<file path="config.mk">
export PLATFORM = sky130hd
export DESIGN_NAME = ifr_tx_seq
export DESIGN_NICKNAME = d
export VERILOG_FILES = /design/src/rtl/ifr_pkg.sv /design/src/rtl/ifr_late_guard.sv /design/src/rtl/ifr_bit_shifter.sv /design/src/rtl/ifr_crc_ser.sv /design/src/rtl/ifr_tx_seq.sv
export SDC_FILE = /design/constraint.sdc
export NUM_CORES = 1
export LEC_CHECK = 0
export CORE_MARGIN = 3
export CORE_UTILIZATION = 55
export DETAILED_ROUTE_END_ITERATION = 7
export GPL_TIMING_DRIVEN = 0
export MAX_ROUTING_LAYER = met4
export PLACE_DENSITY = 0.8
export SYNTH_ARGS = -nofsm -noshare
export SYNTH_HDL_FRONTEND = slang
export SYNTH_SLANG_ARGS = --single-unit
</file>
<file path="constraint.sdc">
create_clock -name clk -period 2.1 [get_ports clk]
set_input_delay 0.42 -clock clk [delete_from_list [all_inputs] [get_ports clk]]
set_output_delay 0.42 -clock clk [all_outputs]
set_load 0.005 [all_outputs]
</file>
<file path="src/rtl/ifr_pkg.sv">
`timescale 1ns/1ps
package ifr_pkg;
   typedef enum logic [1:0] {SK_NORM = 2'd0, SK_BIT = 2'd1, SK_EOD = 2'd2} sym_kind_t;
   typedef enum logic [2:0] {ST_IDLE, ST_NORM, ST_DATA, ST_CRC, ST_EOD, ST_TAIL} seq_st_t;
endpackage

</file>
<file path="src/rtl/ifr_late_guard.sv">
`timescale 1ns/1ps
module ifr_late_guard #(
   parameter int WIN = 2
) (
   input  logic clk,
   input  logic rst_n,
   input  logic eod_seen_i,
   output logic block_o
);
   generate
      if (WIN == 0) begin : g_none
         assign block_o = eod_seen_i;
      end else begin : g_cnt
         localparam int CW = $clog2(WIN + 1);
         logic [CW-1:0] cnt_q;
         always_ff @(posedge clk or negedge rst_n) begin
            if (!rst_n)               cnt_q <= '0;
            else if (eod_seen_i)      cnt_q <= CW'(WIN);
            else if (cnt_q != '0)     cnt_q <= cnt_q - 1'b1;
         end
         assign block_o = eod_seen_i || (cnt_q != '0);
      end
   endgenerate
endmodule

</file>
<file path="src/rtl/ifr_bit_shifter.sv">
`timescale 1ns/1ps
module ifr_bit_shifter #(
   parameter int W = 8,
   localparam int IW = $clog2(W)
) (
   input  logic          clk,
   input  logic          rst_n,
   input  logic          load_i,
   input  logic [W-1:0]  val_i,
   input  logic          shift_i,
   output logic          msb_o,
   output logic          last_o,
   output logic [IW-1:0] idx_o
);
   logic [W-1:0]  sh_q;
   logic [IW-1:0] idx_q;

   always_ff @(posedge clk or negedge rst_n) begin
      if (!rst_n) begin
         sh_q  <= '0;
         idx_q <= '0;
      end else if (load_i) begin
         sh_q  <= val_i;
         idx_q <= '0;
      end else if (shift_i) begin
         sh_q  <= {sh_q[W-2:0], 1'b0};
         idx_q <= idx_q + 1'b1;
      end
   end

   assign msb_o  = sh_q[W-1];
   assign last_o = (idx_q == IW'(W - 1));
   assign idx_o  = idx_q;
endmodule

</file>
<file path="src/rtl/ifr_crc_ser.sv">
`timescale 1ns/1ps
module ifr_crc_ser #(
   parameter int          CW      = 8,
   parameter logic [CW-1:0] POLY  = 8'h1D,
   parameter logic [CW-1:0] INIT  = 8'hFF,
   parameter bit          INV_OUT = 1'b1
) (
   input  logic          clk,
   input  logic          rst_n,
   input  logic          init_i,
   input  logic          en_i,
   input  logic          bit_i,
   output logic [CW-1:0] tx_o
);
   logic [CW-1:0] crc_q, nxt;
   logic          fb;

   assign fb = crc_q[CW-1] ^ bit_i;

   generate
      for (genvar k = 0; k < CW; k++) begin : g_tap
         if (k == 0) begin : g_lsb
            assign nxt[k] = POLY[k] & fb;
         end else begin : g_up
            assign nxt[k] = crc_q[k-1] ^ (POLY[k] & fb);
         end
      end
      if (INV_OUT) begin : g_inv
         assign tx_o = ~nxt;
      end else begin : g_plain
         assign tx_o = nxt;
      end
   endgenerate

   always_ff @(posedge clk or negedge rst_n) begin
      if (!rst_n)      crc_q <= INIT;
      else if (init_i) crc_q <= INIT;
      else if (en_i)   crc_q <= nxt;
   end
endmodule

</file>
<file path="src/rtl/ifr_tx_seq.sv">
`timescale 1ns/1ps
module ifr_tx_seq
   import ifr_pkg::*;
#(
   parameter int          W         = 8,
   parameter logic [W-1:0] CRC_POLY = 8'h1D,
   parameter logic [W-1:0] CRC_INIT = 8'hFF,
   parameter int          LATE_WIN  = 2,
   parameter int          LATE_ZONE = 2,
   parameter int          TAIL_BITS = 2
) (
   input  logic         clk,
   input  logic         rst_n,
   input  logic         wr_data_i,
   input  logic [W-1:0] data_i,
   input  logic         set_arm_i,
   input  logic         set_eod_i,
   input  logic [2:0]   clr_flags_i,
   input  logic         rx_eod_i,
   output logic         sym_req_o,
   output logic [1:0]   sym_kind_o,
   output logic         sym_bit_o,
   input  logic         sym_done_i,
   input  logic         bus_bit_i,
   input  logic         bus_err_i,
   output logic         armed_o,
   output logic         eod_pend_o,
   output logic         tde_o,
   output logic         lost_o,
   output logic         err_o
);
   localparam int IW = $clog2(W);
   localparam int TW = $clog2(TAIL_BITS + 1);

   generate
      if (W < 2) begin : g_bad_w
         $error("ifr_tx_seq: W must be at least 2");
      end
      if (LATE_ZONE < 0 || LATE_ZONE > W) begin : g_bad_zone
         $error("ifr_tx_seq: LATE_ZONE out of range");
      end
      if (TAIL_BITS < 1) begin : g_bad_tail
         $error("ifr_tx_seq: TAIL_BITS must be positive");
      end
   endgenerate

   seq_st_t        st_q, st_d;
   logic           arm_q, eod_q, full_q, tde_q, lost_q, err_q;
   logic [W-1:0]   dreg_q;
   logic [TW-1:0]  tail_q, tail_d;
   logic           arm_block;
   logic           sh_load, sh_shift, sh_msb, sh_last;
   logic [W-1:0]   sh_val;
   logic [IW-1:0]  sh_idx;
   logic           crc_init, crc_en;
   logic [W-1:0]   crc_tx;
   logic           take, fin, set_lost, set_err;
   logic           active, done, drv_bit, lost_now, late_pos;

   ifr_late_guard #(.WIN(LATE_WIN)) u_guard (
      .clk(clk), .rst_n(rst_n), .eod_seen_i(rx_eod_i), .block_o(arm_block));

   ifr_bit_shifter #(.W(W)) u_shift (
      .clk(clk), .rst_n(rst_n), .load_i(sh_load), .val_i(sh_val),
      .shift_i(sh_shift), .msb_o(sh_msb), .last_o(sh_last), .idx_o(sh_idx));

   ifr_crc_ser #(.CW(W), .POLY(CRC_POLY), .INIT(CRC_INIT), .INV_OUT(1'b1)) u_crc (
      .clk(clk), .rst_n(rst_n), .init_i(crc_init), .en_i(crc_en),
      .bit_i(sh_msb), .tx_o(crc_tx));

   assign active   = (st_q != ST_IDLE);
   assign done     = sym_done_i && active;
   assign drv_bit  = (st_q == ST_TAIL) ? 1'b1 : sh_msb;
   assign lost_now = done && (st_q == ST_DATA || st_q == ST_CRC) && drv_bit && !bus_bit_i;
   assign late_pos = (int'(sh_idx) >= W - LATE_ZONE);

   always_comb begin
      st_d     = st_q;
      tail_d   = tail_q;
      sh_load  = 1'b0;
      sh_val   = dreg_q;
      sh_shift = 1'b0;
      crc_init = 1'b0;
      crc_en   = 1'b0;
      take     = 1'b0;
      fin      = 1'b0;
      set_lost = 1'b0;
      set_err  = 1'b0;
      unique case (st_q)
         ST_IDLE: if (arm_q && rx_eod_i) st_d = ST_NORM;
         ST_NORM: if (done) begin
            if (full_q) begin
               sh_load  = 1'b1;
               take     = 1'b1;
               crc_init = 1'b1;
               st_d     = ST_DATA;
            end else begin
               set_err = 1'b1;
               fin     = 1'b1;
               st_d    = ST_IDLE;
            end
         end
         ST_DATA, ST_CRC: if (lost_now) begin
            set_lost = 1'b1;
            fin      = 1'b1;
            tail_d   = '0;
            st_d     = late_pos ? ST_TAIL : ST_IDLE;
         end else if (done) begin
            sh_shift = 1'b1;
            crc_en   = (st_q == ST_DATA);
            if (sh_last && st_q == ST_CRC) begin
               st_d = ST_EOD;
            end else if (sh_last) begin
               if (eod_q) begin
                  sh_load = 1'b1;
                  sh_val  = crc_tx;
                  st_d    = ST_CRC;
               end else if (full_q) begin
                  sh_load = 1'b1;
                  take    = 1'b1;
               end else begin
                  set_err = 1'b1;
                  fin     = 1'b1;
                  st_d    = ST_IDLE;
               end
            end
         end
         ST_EOD: if (done) begin
            fin  = 1'b1;
            st_d = ST_IDLE;
         end
         ST_TAIL: if (done) begin
            tail_d = tail_q + 1'b1;
            if (tail_q == TW'(TAIL_BITS - 1)) st_d = ST_IDLE;
         end
         default: st_d = ST_IDLE;
      endcase
      if (active && bus_err_i) begin
         st_d     = ST_IDLE;
         set_err  = 1'b1;
         fin      = 1'b1;
         set_lost = 1'b0;
         take     = 1'b0;
         sh_load  = 1'b0;
         sh_shift = 1'b0;
      end
   end

   always_ff @(posedge clk or negedge rst_n) begin
      if (!rst_n) begin
         st_q   <= ST_IDLE;
         tail_q <= '0;
         arm_q  <= 1'b0;
         eod_q  <= 1'b0;
         full_q <= 1'b0;
         dreg_q <= '0;
         tde_q  <= 1'b0;
         lost_q <= 1'b0;
         err_q  <= 1'b0;
      end else begin
         st_q   <= st_d;
         tail_q <= tail_d;
         if (fin)                          arm_q <= 1'b0;
         else if (set_arm_i && !arm_block) arm_q <= 1'b1;
         if (fin)                          eod_q <= 1'b0;
         else if (set_eod_i && arm_q)      eod_q <= 1'b1;
         if (fin || take)                  full_q <= 1'b0;
         if (wr_data_i) begin
            full_q <= 1'b1;
            dreg_q <= data_i;
         end
         if (clr_flags_i[0]) tde_q <= 1'b0;
         if (take)           tde_q <= 1'b1;
         if (wr_data_i)      tde_q <= 1'b0;
         if (clr_flags_i[1]) lost_q <= 1'b0;
         if (set_lost)       lost_q <= 1'b1;
         if (clr_flags_i[2]) err_q <= 1'b0;
         if (set_err)        err_q <= 1'b1;
      end
   end

   assign sym_req_o  = active;
   assign sym_kind_o = (st_q == ST_NORM) ? SK_NORM : (st_q == ST_EOD) ? SK_EOD : SK_BIT;
   assign sym_bit_o  = (st_q == ST_NORM || st_q == ST_EOD || st_q == ST_IDLE) ? 1'b0 : drv_bit;
   assign armed_o    = arm_q;
   assign eod_pend_o = eod_q;
   assign tde_o      = tde_q;
   assign lost_o     = lost_q;
   assign err_o      = err_q;
endmodule

</file>
# Yosys cells after proc, flatten, opt, wreduce, memory -nomap -nowiden
# Cells that the tools add are included.
# totals
regBits	40
in_bits	20
out_inout_bits	9
wordCells	159
# classes
n_addsub	3
n_lt_le_gt_ge	1
eq_ne	17
mux	88
n_bitwise	5
n_reduce_logical	32
# ops
cell	count
two-way mux 8 bit	10
two-way mux 1 bit	50
two-way mux 3 bit	15
nonzero test 2 bit	10
one-hot mux 3 bit (5 select lines)	1
two-way mux 2 bit	7
== test 3 bit, second input constant	3
logical AND 1 bit	9
inequality test 3 bit, second input constant	3
NOT 8 bit	1
AND reduction 8 bit	1
== test 3 x 2 -> 1 bit, second input constant	2
inequality test 6 bit, second input constant	1
one-hot mux 1 bit (2 select lines)	3
nonzero test 3 bit	2
logical OR 1 bit	5
inequality test 5 bit, second input constant	1
inequality test 2 bit, second input constant	2
inequality test 4 bit, second input constant	1
one-hot mux 2 bit (2 select lines)	1
bitwise XOR 1 bit	4
adder 3 x 1 -> 3 bit, second input constant	1
== test 3 x 1 -> 1 bit, second input constant	1
greater-or-equal comparator 3 bit, second input constant	1
other kinds (10)	11

# Depth between registers and ports, before layout
# depth
depth_word	11
mapped_depth	8
ltp_nobuf	7

# Hierarchy
# A second synthesis with hierarchy kept.
# hier_totals
cells_unflattened	223
area_unflattened_um2	2313.5
# modules_own_cells
module	n_inst	cells_each	area_each_um2	seq_area_each_um2
ifr_tx_seq	1	128	1244.9	475.5
ifr_bit_shifter	1	45	508.0	275.3
ifr_crc_ser	1	39	449.2	210.2
ifr_late_guard	1	11	111.4	50.0

# Least setup slack after synthesis
# Ideal clock, no wire load.
# synth_path
kind	register -> register
from	register u_shift.idx_q[1], in the netlist u_shift.idx_o[1]
to	register st_q[0]
setup_ps	128
arrival_ps	1707
required_time_ps	1972
setup_slack_ps	266
stages_incl_launch_ff	7
n_path_buf	1
synth_period_minus_slack_ps	1834
path_cell_list	dfrtp_1 -> ha_1 -> ha_1 -> clkbuf_1 -> a2111oi_0 -> or3_1 -> mux2_1
# synth_between
elab_chain_len	7
word_cells_on_any_way	12
cone_classes	order compare: 1; eq/ne: 3; mux: 6; reduce/logical: 2
# synth_lines
item	line_no	rtl
from (decl)	ifr_bit_shifter.sv:16	logic [IW-1:0] idx_q;
from (signal assigned)	ifr_bit_shifter.sv:27	idx_q <= idx_q + 1'b1;
== test 3 bit	ifr_bit_shifter.sv:32	assign last_o = (idx_q == IW'(W - 1));
logical AND 1 bit	ifr_tx_seq.sv:111	if (sh_last && st_q == ST_CRC) begin
two-way mux 3 bit	ifr_tx_seq.sv:111	
two-way mux 3 bit	ifr_tx_seq.sv:108	end else if (done) begin
two-way mux 3 bit	ifr_tx_seq.sv:103	ST_DATA, ST_CRC: if (lost_now) begin
one-hot mux 3 bit (5 select lines)	ifr_tx_seq.sv:89	unique case (st_q)
two-way mux 3 bit	ifr_tx_seq.sv:138	if (active && bus_err_i) begin
to (signal assigned)	ifr_tx_seq.sv:161	st_q <= st_d;
to (decl)	ifr_tx_seq.sv:47	seq_st_t st_q, st_d;
# Several ways; a longest one is shown, not always the timed one. The select of a mux whose other input is x is not followed.
# A chain may end at the register's enable or synchronous reset.

# Final worst setup path
# layout_path
from	register st_q[0]
to	output port sym_kind_o[1]
# layout_between
elab_chain_len	3
word_cells_on_any_way	4
cone_classes	eq/ne: 2; mux: 2
# layout_lines
item	line_no	rtl
== test 3 bit	ifr_tx_seq.sv:183	assign sym_kind_o = (st_q == ST_NORM) ? SK_NORM : (st_q == ST_EOD) ? SK_EOD : SK_BIT;
two-way mux 2 bit	ifr_tx_seq.sv:183	
two-way mux 2 bit *	ifr_tx_seq.sv:183	
to (decl)	ifr_tx_seq.sv:21	output logic [1:0] sym_kind_o,
# Mark *: on every way between the ends. The rest lies on a longest branch, timed or not.

==> run metrics <==
initial core utilization=58.42%; synthesized instance count=209; Post-Synth Adder-Cell Area=between 2 and 3%; commonest non-fill, non-tap cell in the layout=dfrtp_1; num rows=22; commonest cells after routing, fill and taps aside=dfrtp_1 (32), mux2i_1 (24), clkdlybuf4s50_1 (22); WL per Instance=between 15 and 20 um; Design Area, Final=approximately 2700 um2; post-synth top area cell=dfrtp_1; multiplexer share of the synthesized area=between 15 and 20%; Power per Cell Area=approximately 1100 nW/um2; Avg Inst Size Synth=~10 um2; simple-gate share of the synthesized area=roughly 16%; initial antenna violation count=0; Fmax achieved=about 470 MHz; Top Ports=29; failing checks=negative setup slack; worst reg2reg path startpoint=st_q[2]; nets=268; Max Slew Vio Count=0; worst skew pair latency=0.29 ns; WL final=roughly 4.4 mm; Placer Congestion=between 0.9 and 1; crit path capture type=output port; syn nets=approximately 230; Pre-Repair DR Iteration Count=4; ant diodes=0; predominant post-synthesis flop cell=dfrtp_1; Fin Clk Skew=just under 0.006 ns; Max-Cap Viols=0; Ys Warns=0; crit-path leading delay family=buffers and inverters; # H-tree levels=2; CP peak stage delay=around 0.49 ns; Slowest-stage cell, CP=clkdlybuf4s50_1; number of hold buffers added after cts=0; port bufs=26; Clock Tree Buf Depth=2; TNS Setup=-0.01207 ns; Final setup viols=1; hpwl dp=3.242 mm; largest family of logic cells by synthesized area=multiplexers; Post-DP Area=2502 um2; layout cells sized above 1=20.90%; ys async rst share=100.0%; antenna-violating nets left=0; number of global-route vias before repair=approximately 1,600; area fraction in compound gates after synthesis=between 10% and 20%; final worst-path cycle share=100.6%; die area=~4800 um2; Leak=about 1.2 nW; number of enable flip-flop cells after synthesis=0; die height=between 60 and 70 um; Tot GR Track Use=20.39%; Setup WS post-layout=-0.01207 ns; Post-route DRC=0; Slew @ Worst Pin=roughly 0.87 ns; Comb power frac=38.8%; clock share of power=a little over a fifth; Die X=just under 70 um; area grow syn2layout=22.48%; Worst Setup SP=st_q[0]; sequential-to-total area share from yosys stat=roughly 46%; hold crit path type=in2async; Int Pwr=roughly 2 mW; Synth area leaders=dfrtp_1 (37%), mux2i_1 (11%), dfstp_2 (9.6%); worst-path cell chain=buf_2 > nor2_4 > and2_1 > clkdlybuf4s50_1; TritonCTS buffer count=5; crit path DAT=about 1.7 ns; largest net degree at the start of global routing=just over 40; Syn Std Cell Area=~2200 um2; RSZ-0062 raised after global routing=true; total gr overflow=0; Critical Path RT=1.68 ns; CTS tree=yes; via count=around 1,700; status=complete, but fails checks; Clock transition at path regs=0.08 ns; Setup crit start kind=flip-flop; Worst Setup Path Type=reg2out; Synth Area in XOR/XNOR=2.803%; Hold Violations, Final=0; FILL cells=282; global-route wire length before repair=7.672 mm; sw frac=approximately 34%; detail-routed via count per cell=about 5.7; relative slew slack=a little over two fifths; switching power=1.045 mW; Sink Count=40; Iteration-0 DRC Markers=between 100 and 150; root buf cell=clkbuf_8; minimum clock period=between 2 and 2.5 ns; WP buf/inv=2; Synth Register Bits=40; IR drop worst, VDD=between 0.7 and 0.8 mV; critical path peak fanout=10; Distinct cells, synth=46; Core ar.=between 3000 and 4000 um2; Yosys top cell area share=a little over a third; Flop pwr share=between 40% and 50%
[cell usage after synthesis (all sizes together), types with 7 or more instances]
cell   count
o21ai      7
buf        7
nand2     19
mux2      10
nor2      14
a21oi     11
dfstp      8
dfrtp     32
mux2i     25
inv        9
and2       7
[metrics by stage]
stage	hold slack (ns)	setup WS (ns)	utilization, %	power, mW	instances
after floorplan	0.1244	0.2655	-	1.985	209
after global placement	0.4872	-0.3542	66.98	2.314	283
after detailed placement	0.4976	-0.3022	66.84	2.359	283
after CTS	0.2578	-0.03894	70.59	3.010	292
after global routing	0.2812	-0.07739	71.56	3.280	292
final	0.2381	-0.01207	71.56	3.043	292
[layout make-up]
cell class | count | area (um2) | area share, %
repair buffers | 28 | 274.0 | 10.23
multi-input cells | 149 | 1107 | 41.34
clock buffers | 5 | 68.82 | 2.569
well taps | 48 | 60.06 | 2.242
inverters | 9 | 33.78 | 1.261
clock inverters | 3 | 46.29 | 1.728
flip-flops and latches | 40 | 1011 | 37.74
plain buffers | 10 | 77.57 | 2.896
[state kept, by name, indices dropped and copies added (netlist names)]
name	count
err_o	1
u_shift.idx_o	3
armed_o	1
u_shift.sh_q	8
dreg_q	8
u_crc.crc_q	8
u_guard.g_cnt.cnt_q	2
full_q	1
eod_pend_o	1
st_q	3
tde_o	1
lost_o	1
tail_q	2
[final timing paths]
kind	slack, ns	endpoint	depth (start not counted)
setup / recovery	-0.01	sym_kind_o[1]	4
hold / removal	0.24	u_shift.sh_q[7]	1
setup reg to reg	0.16	u_shift.sh_q[7]	7
hold reg to reg	0.50	tail_q[0]	1
max in group asynchronous	1.33	err_o	1
min in group clk	0.50	tail_q[0]	1
[kinds of logic (layout without fill, tap and decap cells)]
| family | count (synthesis) | after routing |
|---|---|---|
| mux | 35 | 35 |
| fa+ha+maj | 5 | 5 |
| buf+inv | 20 | 55 |
| simple gates | 66 | 66 |
| xor+xnor | 7 | 7 |
| compound gates | 36 | 36 |
| flops | 40 | 40 |
[layer usage]
| layer | GRT usage, % | vias up | wire length [um] |
|---|---|---|---|
| met5 | - | - | 0 |
| met4 | 4.772 | 0 | 40 |
| met3 | 5.102 | 6 | 214 |
| met2 | 30.08 | 49 | 2097 |
| met1 | 28.48 | 809 | 2062 |
| li1 | - | 801 | - |
[what timing repair did]
action | in CTS | in global routing
resized for setup | 7 | 10
gates cloned | 0 | 0
buffers inserted | 1 | 1
pin swaps | 0 | 2
setup endpoints to repair | 3 | 16
[power groups by stage]
stage	clock network, mW	logic [mW]	registers, mW
after global routing	0.687	1.33	1.27
after global placement	0	1.08	1.23
final	0.633	1.18	1.23
after CTS	0.652	1.13	1.22
after detailed placement	0	1.12	1.24
after floorplan	0	0.792	1.19
Power figures use the tool's default switching activity.
